===== config.mk =====
export PLATFORM = sky130hd
export DESIGN_NAME = dual_tmr_irq
export DESIGN_NICKNAME = d
export VERILOG_FILES = /design/src/rtl/tmr_pkg.sv /design/src/rtl/tmr_channel.sv /design/src/rtl/tmr_status.sv /design/src/rtl/dual_tmr_irq.sv
export SDC_FILE = /design/constraint.sdc
export NUM_CORES = 1
export LEC_CHECK = 0
export CORE_MARGIN = 5
export CORE_UTILIZATION = 38
export DETAILED_ROUTE_END_ITERATION = 12
export SLEW_MARGIN = 5
export SYNTH_ARGS = -nofsm -noshare
export SYNTH_HDL_FRONTEND = slang
export SYNTH_SLANG_ARGS = --single-unit
export TNS_END_PERCENT = 10

===== constraint.sdc =====
create_clock -name clk -period 6.4 [get_ports clk]
set_input_delay 0.64 -clock clk [delete_from_list [all_inputs] [get_ports clk]]
set_output_delay 0.64 -clock clk [all_outputs]
set_load 0.005 [all_outputs]

===== src/rtl/tmr_pkg.sv =====
package tmr_pkg;
    localparam int DW       = 32;
    localparam int AW       = 8;
    localparam int N_CH     = 2;
    localparam int N_TICK   = 4;
    localparam int SRC_W    = 3;
    localparam int CH_STRIDE = 'h10;

    localparam int OFS_DIV    = 'h00;
    localparam int OFS_CNT    = 'h04;
    localparam int OFS_CTL    = 'h08;
    localparam int OFS_TIME   = 'h38;
    localparam int OFS_MASK   = 'h48;
    localparam int OFS_ACK    = 'h4C;
    localparam int OFS_RAW    = 'h50;
    localparam int OFS_MASKED = 'h54;

    localparam logic [1:0] SZ_WORD = 2'b10;

    typedef enum logic [1:0] {
        CMD_LOAD = 2'd0,
        CMD_HOLD = 2'd1,
        CMD_RUN  = 2'd2,
        CMD_BAD  = 2'd3
    } tmr_cmd_e;

    typedef struct packed {
        logic [SRC_W-1:0] src;
        tmr_cmd_e         cmd;
    } tmr_ctl_t;

    function automatic logic pick_tick(input logic [SRC_W-1:0] src,
                                       input logic [N_TICK-1:0] ticks);
        return src[SRC_W-1] ? ticks[src[SRC_W-2:0]] : 1'b0;
    endfunction

    function automatic logic [AW-1:0] ch_ofs(input int ch, input int base);
        return AW'(base + ch * CH_STRIDE);
    endfunction
endpackage


===== src/rtl/tmr_channel.sv =====
module tmr_channel
    import tmr_pkg::*;
(
    input  logic              clk,
    input  logic              rst,
    input  logic              div_we,
    input  logic              ctl_we,
    input  logic [DW-1:0]     wdata,
    input  logic [N_TICK-1:0] tick_en,
    output logic [DW-1:0]     div_q,
    output tmr_ctl_t          ctl_q,
    output logic [DW-1:0]     count_q,
    output logic              expire
);
    tmr_ctl_t ctl_new;
    logic     ctl_upd;
    logic     tick_sel;
    logic     advance;

    always_comb begin
        ctl_new  = tmr_ctl_t'(wdata[SRC_W+1:0]);
        ctl_upd  = ctl_we && (ctl_new.cmd != CMD_BAD);
        tick_sel = pick_tick(ctl_q.src, tick_en);
        advance  = (ctl_q.cmd == CMD_RUN) && tick_sel && !ctl_upd;
        expire   = advance && (count_q <= DW'(1));
    end

    always_ff @(posedge clk) begin
        if (rst) begin
            div_q   <= '0;
            ctl_q   <= '0;
            count_q <= '0;
        end else begin
            if (div_we)
                div_q <= wdata;
            if (ctl_upd) begin
                ctl_q <= ctl_new;
                if (ctl_new.cmd == CMD_LOAD)
                    count_q <= div_q;
            end else if (advance) begin
                if (count_q <= DW'(1))
                    count_q <= div_q;
                else
                    count_q <= count_q - DW'(1);
            end
        end
    end

    // a stopped counter ignores ticks
    p_hold_r3: assert property (@(posedge clk) disable iff (rst)
        (ctl_q.cmd == CMD_HOLD && !ctl_we) |=> $stable(count_q));
    // an illegal command leaves the control word alone
    p_bad_cmd_r3: assert property (@(posedge clk) disable iff (rst)
        (ctl_we && wdata[1:0] == 2'b11) |=> $stable(ctl_q));
    // one step down per selected tick
    p_step_r4: assert property (@(posedge clk) disable iff (rst)
        (ctl_q.cmd == CMD_RUN && tick_sel && !ctl_we && count_q > DW'(1))
        |=> count_q == $past(count_q) - DW'(1));
    // expiry reloads from the reload register
    p_reload_r5: assert property (@(posedge clk) disable iff (rst)
        expire |=> count_q == $past(div_q));
endmodule


===== src/rtl/tmr_status.sv =====
module tmr_status
    import tmr_pkg::*;
(
    input  logic            clk,
    input  logic            rst,
    input  logic [N_CH-1:0] expire,
    input  logic            mask_we,
    input  logic            ack_we,
    input  logic [N_CH-1:0] wbits,
    output logic [N_CH-1:0] raw_q,
    output logic [N_CH-1:0] mask_q,
    output logic            irq
);
    logic [N_CH-1:0] clr;

    always_comb begin
        clr = ack_we ? wbits : '0;
        irq = |(raw_q & mask_q);
    end

    always_ff @(posedge clk) begin
        if (rst) begin
            raw_q  <= '0;
            mask_q <= '0;
        end else begin
            raw_q <= (raw_q & ~clr) | expire;
            if (mask_we)
                mask_q <= wbits;
        end
    end

    // a set is never lost, even against an acknowledge
    p_set_wins_r6: assert property (@(posedge clk) disable iff (rst)
        (|expire) |=> ((raw_q & $past(expire)) == $past(expire)));
    // acknowledged bits clear when nothing sets them
    p_ack_clear_r6: assert property (@(posedge clk) disable iff (rst)
        (ack_we && expire == '0) |=> ((raw_q & $past(wbits)) == '0));
    // state after reset
    p_reset_r11: assert property (@(posedge clk) disable iff (rst)
        $past(rst) |-> (raw_q == '0 && mask_q == '0 && !irq));
endmodule


===== src/rtl/dual_tmr_irq.sv =====
module dual_tmr_irq
    import tmr_pkg::*;
(
    input  logic              clk,
    input  logic              rst,
    input  logic              bus_sel,
    input  logic              bus_we,
    input  logic [1:0]        bus_size,
    input  logic [AW-1:0]     bus_addr,
    input  logic [DW-1:0]     bus_wdata,
    output logic [DW-1:0]     bus_rdata,
    output logic              bus_err,
    input  logic [N_TICK-1:0] tick_en,
    output logic              irq_o
);
    logic            acc_ok, wr, rd;
    logic [DW-1:0]   time_q;
    logic [DW-1:0]   div_q   [N_CH];
    logic [DW-1:0]   count_q [N_CH];
    tmr_ctl_t        ctl_q   [N_CH];
    logic [N_CH-1:0] expire;
    logic [N_CH-1:0] raw_q, mask_q;
    logic            mask_we, ack_we;

    always_comb begin
        acc_ok  = bus_sel && (bus_size == SZ_WORD);
        bus_err = bus_sel && (bus_size != SZ_WORD);
        wr      = acc_ok && bus_we;
        rd      = acc_ok && !bus_we;
        mask_we = wr && (bus_addr == AW'(OFS_MASK));
        ack_we  = wr && (bus_addr == AW'(OFS_ACK));
    end

    for (genvar g = 0; g < N_CH; g++) begin : g_ch
        tmr_channel u_ch (
            .clk     (clk),
            .rst     (rst),
            .div_we  (wr && (bus_addr == ch_ofs(g, OFS_DIV))),
            .ctl_we  (wr && (bus_addr == ch_ofs(g, OFS_CTL))),
            .wdata   (bus_wdata),
            .tick_en (tick_en),
            .div_q   (div_q[g]),
            .ctl_q   (ctl_q[g]),
            .count_q (count_q[g]),
            .expire  (expire[g])
        );
    end

    tmr_status u_status (
        .clk     (clk),
        .rst     (rst),
        .expire  (expire),
        .mask_we (mask_we),
        .ack_we  (ack_we),
        .wbits   (bus_wdata[N_CH-1:0]),
        .raw_q   (raw_q),
        .mask_q  (mask_q),
        .irq     (irq_o)
    );

    always_ff @(posedge clk) begin
        if (rst) time_q <= '0;
        else     time_q <= time_q + DW'(1);
    end

    always_comb begin
        bus_rdata = '0;
        if (rd) begin
            for (int i = 0; i < N_CH; i++) begin
                if (bus_addr == ch_ofs(i, OFS_DIV)) bus_rdata = div_q[i];
                if (bus_addr == ch_ofs(i, OFS_CNT)) bus_rdata = count_q[i];
                if (bus_addr == ch_ofs(i, OFS_CTL)) bus_rdata = DW'(ctl_q[i]);
            end
            if (bus_addr == AW'(OFS_TIME))   bus_rdata = time_q;
            if (bus_addr == AW'(OFS_MASK))   bus_rdata = DW'(mask_q);
            if (bus_addr == AW'(OFS_RAW))    bus_rdata = DW'(raw_q);
            if (bus_addr == AW'(OFS_MASKED)) bus_rdata = DW'(raw_q & mask_q);
        end
    end

    // cycle counter steps every clock
    p_time_r8: assert property (@(posedge clk) disable iff (rst)
        !$past(rst) |-> time_q == $past(time_q) + DW'(1));
    // a rejected access returns no data
    p_err_r9: assert property (@(posedge clk) disable iff (rst)
        bus_err |-> bus_rdata == '0);
endmodule


Yosys cells after proc, flatten, opt, wreduce, memory -nomap -nowiden
Cells that the tools add are included.

word-level totals
  bits in registers = 174
  input bits = 50
  word-level logic and storage cells = 94

operators by class
  add/subtract/negate cells = 3
  order comparisons = 4
  equal/unequal tests = 17
  muxes and demuxes = 26
  bitwise gates (word level) = 5
  reduce and logical (&&, ||, !) cells = 28

operators with widths
  kind                     count
  $mux W32                 19
  $le A32 B1 Y1 const B    2
  $sub A32 B1 Y32 const B  2
  $add A32 B1 Y32 const B  1
  $eq A8 B7 Y1 const B     4
  $eq A8 B5 Y1 const B     3
  $logic_and A1 B1 Y1      18
  $eq A8 B3 Y1 const B     1
  $eq A8 B4 Y1 const B     1
  $eq A8 B6 Y1 const B     1
  $logic_not A8 Y1         1
  $ne A2 B2 Y1 const B     4
  $and A2 B2 Y2            3
  $eq A2 B2 Y1 const B     3
  $lt A2 B3 Y1 const B     2
  $bmux W1 S2              2
  $mux W1                  4
  $reduce_and A2 Y1        2
  $reduce_bool A2 Y1       2
  $logic_not A1 Y1         3
  $logic_not A2 Y1         1
  $mux W2                  1
  $not A2 Y2               1
  $or A2 B2 Y2             1
  $reduce_or A2 Y1         1

Longest topological paths before layout
  word-level depth = 12
  gate-level depth with buffers = 11

By module
Synthesis repeated with hierarchy kept, for this count alone.

unflattened totals
  cells, all modules = 1219
  area, all modules = 10431.3 um^2

by module, submodules not included
  module        times used  cells an instance  area each (um^2)
  tmr_channel   2           405                3557.2
  dual_tmr_irq  1           394                3168.0
  tmr_status    1           15                 148.9

Least setup slack after synthesis
OpenSTA, ideal clock, no wires.

  path type = input to output
  start point = in bus_addr[2]
  end point = out bus_rdata[2]
  arrival = 2.669 ns
  data required time = 5.760 ns
  setup slack = 3.091 ns
  stages = 7
  cells stage by stage = clkbuf_1 > or4b_2 > clkbuf_1 > nor2_1 > clkbuf_1 > nand2_1 > a311oi_1

between the ends
  word-level cells in the longest chain between the ends = 12
  elaborated cells on any way between the ends = 21

RTL lines
  item              RTL line            text
  start, declared   dual_tmr_irq.sv:9   input logic [AW-1:0] bus_addr,
  $logic_not A8 Y1  dual_tmr_irq.sv:70  if (bus_addr == ch_ofs(i, OFS_DIV)) bus_rdata = div_q[i];
  $mux W32          dual_tmr_irq.sv:70
  $mux W32          dual_tmr_irq.sv:71  if (bus_addr == ch_ofs(i, OFS_CNT)) bus_rdata = count_q[i];
  $mux W32          dual_tmr_irq.sv:72  if (bus_addr == ch_ofs(i, OFS_CTL)) bus_rdata = DW'(ctl_q[i]);
  $mux W32          dual_tmr_irq.sv:70
  $mux W32          dual_tmr_irq.sv:71
  $mux W32          dual_tmr_irq.sv:72
  $mux W32          dual_tmr_irq.sv:74  if (bus_addr == AW'(OFS_TIME)) bus_rdata = time_q;
  $mux W32          dual_tmr_irq.sv:75  if (bus_addr == AW'(OFS_MASK)) bus_rdata = DW'(mask_q);
  $mux W32          dual_tmr_irq.sv:76  if (bus_addr == AW'(OFS_RAW)) bus_rdata = DW'(raw_q);
  $mux W32 (*)      dual_tmr_irq.sv:77  if (bus_addr == AW'(OFS_MASKED)) bus_rdata = DW'(raw_q & mask_q);
  $mux W32 (*)      dual_tmr_irq.sv:68  if (rd) begin
  end, declared     dual_tmr_irq.sv:11  output logic [DW-1:0] bus_rdata,

Mark *: on every way between the ends. The rest lies on a longest branch, timed or not.

Final worst setup path
  start point = in bus_addr[2]
  end point = out bus_rdata[8]

The elaborated chain is that of the path after synthesis.

==> run_results.csv <==
group,metric,value,unit
clock_network,cts_root_buf,"clkbuf_16",
synth,ys_types,70,
route,wl_per_cell,22.8,um
grt,grt_pass1_vias,9853,
finish,layout.nets,1408,
grt,grt_usage,26.0,%
finish,layout_commonest_cell,"nand2_1",
finish,diodes,0,
clock_network,cts_tree,"done",
clock_network,cts_hold_buf,0,
pwr,p_per_area,202,nW/um^2
die,die_x,171,um
clock_network,cts_made_buffers,17,
route,avgViaCountPerCell,6.35,
die,die-area,29200,um^2
clock_network,clock_latency,0.45,ns
route,routed_wl,38600,um
timing,fin_crit,4.90,ns
finish,syn_to_final_growth,16.8,%
outcome,outcome,"completed",
finish,fill_cells,2590,
route,drcViolationCount,0,
timing,holdWs,0.473,ns
pwr,power.leakage,3.57,nW
grt,grt_start_max_net_pins,83,
synth,syn_area,9840,um^2
timing,max_freq,204,MHz
clock_network,ctsResizeCount,0,
critical_path,end_kind,"primary output",
timing,setup_violations,0,
timing,rsz0062_at_grt,"false",
grt,grt_remaining_overflow,0,
timing,timing.slew.headroom,16.1,%
clock_network,path_clk_slew,0.07,ns
synth,syn_nets,1390,
route,drt_iter0_markers,1334,
clock_network,cts_buffer_depth,2,
pwr,peakVddDrop,0.177,mV
placement,dp_hpwl,27000,um
placement,globalplace.congestion,0.949,
synth,synth_area_per_cell,7.37,um^2
route,vias,10770,
timing,drv_slew,0,
synth,synthCells,1335,
critical_path,crit_required,5.76,ns
timing,layout_worst_path_cycle_share,76.6,%
die,num_rows,58,
clock_network,htree_levels,4,
clock_network,clkSinkCount,174,
critical_path,cp_data_arrival_time,4.26,ns
critical_path,path_class,"primary input to primary output",
die,io_pins,84,
job,maxCapViolations,0,
die,die_height,171,um
die,start_util,38.8,%
clock_network,post_cts_buffers,0,
synth,yosysSeqAreaShare,35.4,%
synth,synth-edff-count,0,
timing,worstMarginPinSlew,1.25,ns
synth,yosys_register_bits,174,
timing,finalHoldViolations,0,
grt,antenna_found_initial,0,
finish,final_core_util,45.4,%
timing,fin_worst_skew,0.0130,ns
finish,layout-drive-gt1-share,5.86,%
min_path,hp-class,"register to register",
synth,yosysWarnings,0,
timing,setup-tns-final,0,ns
die,coreArea,25300,um^2
finish,final_cell_mix,"nand2_1, dfxtp_1, a21oi_1",
placement,port_buffers,83,
synth,synth-async-reset-ratio,0,%
route,antenna_left,0,
critical_path,critical_path.max_fanout,16,
critical_path,cp-start-kind,"primary input",
grt,grt_pass1_wl,59000,um
route,drt_first_pass_iters,6,
synth,ys.flop_type,"dfxtp_1",
[worst max-delay path, cell delays in order]
cell and delay (ns):
clkdlybuf4s50_1 0.96, or4b_2 0.75, nor2_2 0.67, buf_4 0.35, a22oi_1 0.10, a31oi_1 0.23, clkdlybuf4s50_1 0.55
[report_power, final]
part	total, mW	internal [mW]	switching (mW)
sequential	1.09	1.08	0.00268
combinational	0.0952	0.0381	0.0572
clock	1.14	0.610	0.527
total	2.32	1.73	0.587
[sequential cells by signal, summed over array words and instances, names as in the netlist]
signal and count:
g_ch.u_ch.count_q 64, g_ch.u_ch.ctl_q 10, g_ch.u_ch.div_q 64, time_q 32, u_status.mask_q 2, u_status.raw_q 2
[final cells by class]
cell class / count / area, um^2 / area share [%]
clock inverters: 14 / 191 / 1.67
inverters: 17 / 63.8 / 0.555
clock buffers: 18 / 439 / 3.82
flip-flops and latches: 174 / 3480 / 30.3
multi-input cells: 1041 / 5930 / 51.6
repair buffers: 102 / 971 / 8.45
well taps: 330 / 413 / 3.59
[worst paths after layout]
| path | start | end | slack, ns | cells past startpoint |
|---|---|---|---|---|
| worst max-delay path | bus_addr[2] | bus_rdata[8] | 1.50 | 7 |
| worst min-delay path | g_ch[1].u_ch.div_q[27] | g_ch[1].u_ch.div_q[27] | 0.47 | 2 |
| worst max register to register | g_ch[0].u_ch.count_q[8] | g_ch[0].u_ch.count_q[13] | 2.43 | 6 |
| worst min register to register | g_ch[1].u_ch.div_q[27] | g_ch[1].u_ch.div_q[27] | 0.47 | 2 |
[routing by layer]
metal	GRT usage [%]	vias to the layer above	wire, um
met5	0	-	0
met4	8.65	0	1250
met3	5.18	94	3700
met2	40.7	631	17000
met1	36.0	5110	16700
li1	-	4935	-
[cell usage after synthesis (7+ instances only)]
cell type	n	area (um^2)
nand2_1	237	890
dfxtp_1	174	3480
a21oi_1	153	766
clkbuf_1	84	315
nor2_1	84	315
o21ai_0	75	375
a22oi_1	56	420
nor3_1	51	255
nand3_1	39	195
a31oi_1	34	213
nor4_1	30	188
nand4_1	22	138
xor2_1	20	175
or4_1	19	143
inv_1	17	63.8
and3_1	16	100
o21ai_1	16	80.1
and2_1	15	93.8
o211ai_1	13	97.6
a21o_1	12	90.1
a211oi_1	11	82.6
buf_2	10	50.1
mux2i_1	10	100
o32ai_1	8	70.1
or3_1	8	50.1
a21boi_0	7	52.6
a32oi_1	7	61.3
xnor2_1	7	61.3
[per-stage QoR]
step           instance area, um^2  std cells  power [mW]  setup slack, ns
2_1_floorplan                 9840       1335        1.15             3.09
3_3_place_gp                 10900       1664        1.20             1.65
3_5_place_dp                 10900       1664        1.20             1.58
4_1_cts                      11500       1696        2.33             1.58
5_1_grt                      11500       1696        2.37             1.32
6_report                     11500       1696        2.32             1.50
[logic make-up after synthesis]
family	count (synthesis)	share of synthesized area, %
simple gates	567	28.3
compound gates	427	26.6
flops	174	35.4
buf+inv	120	4.82
xor+xnor	27	2.40
mux	15	1.82
fa+ha+maj	5	0.636
Power figures use the tool's default switching activity.
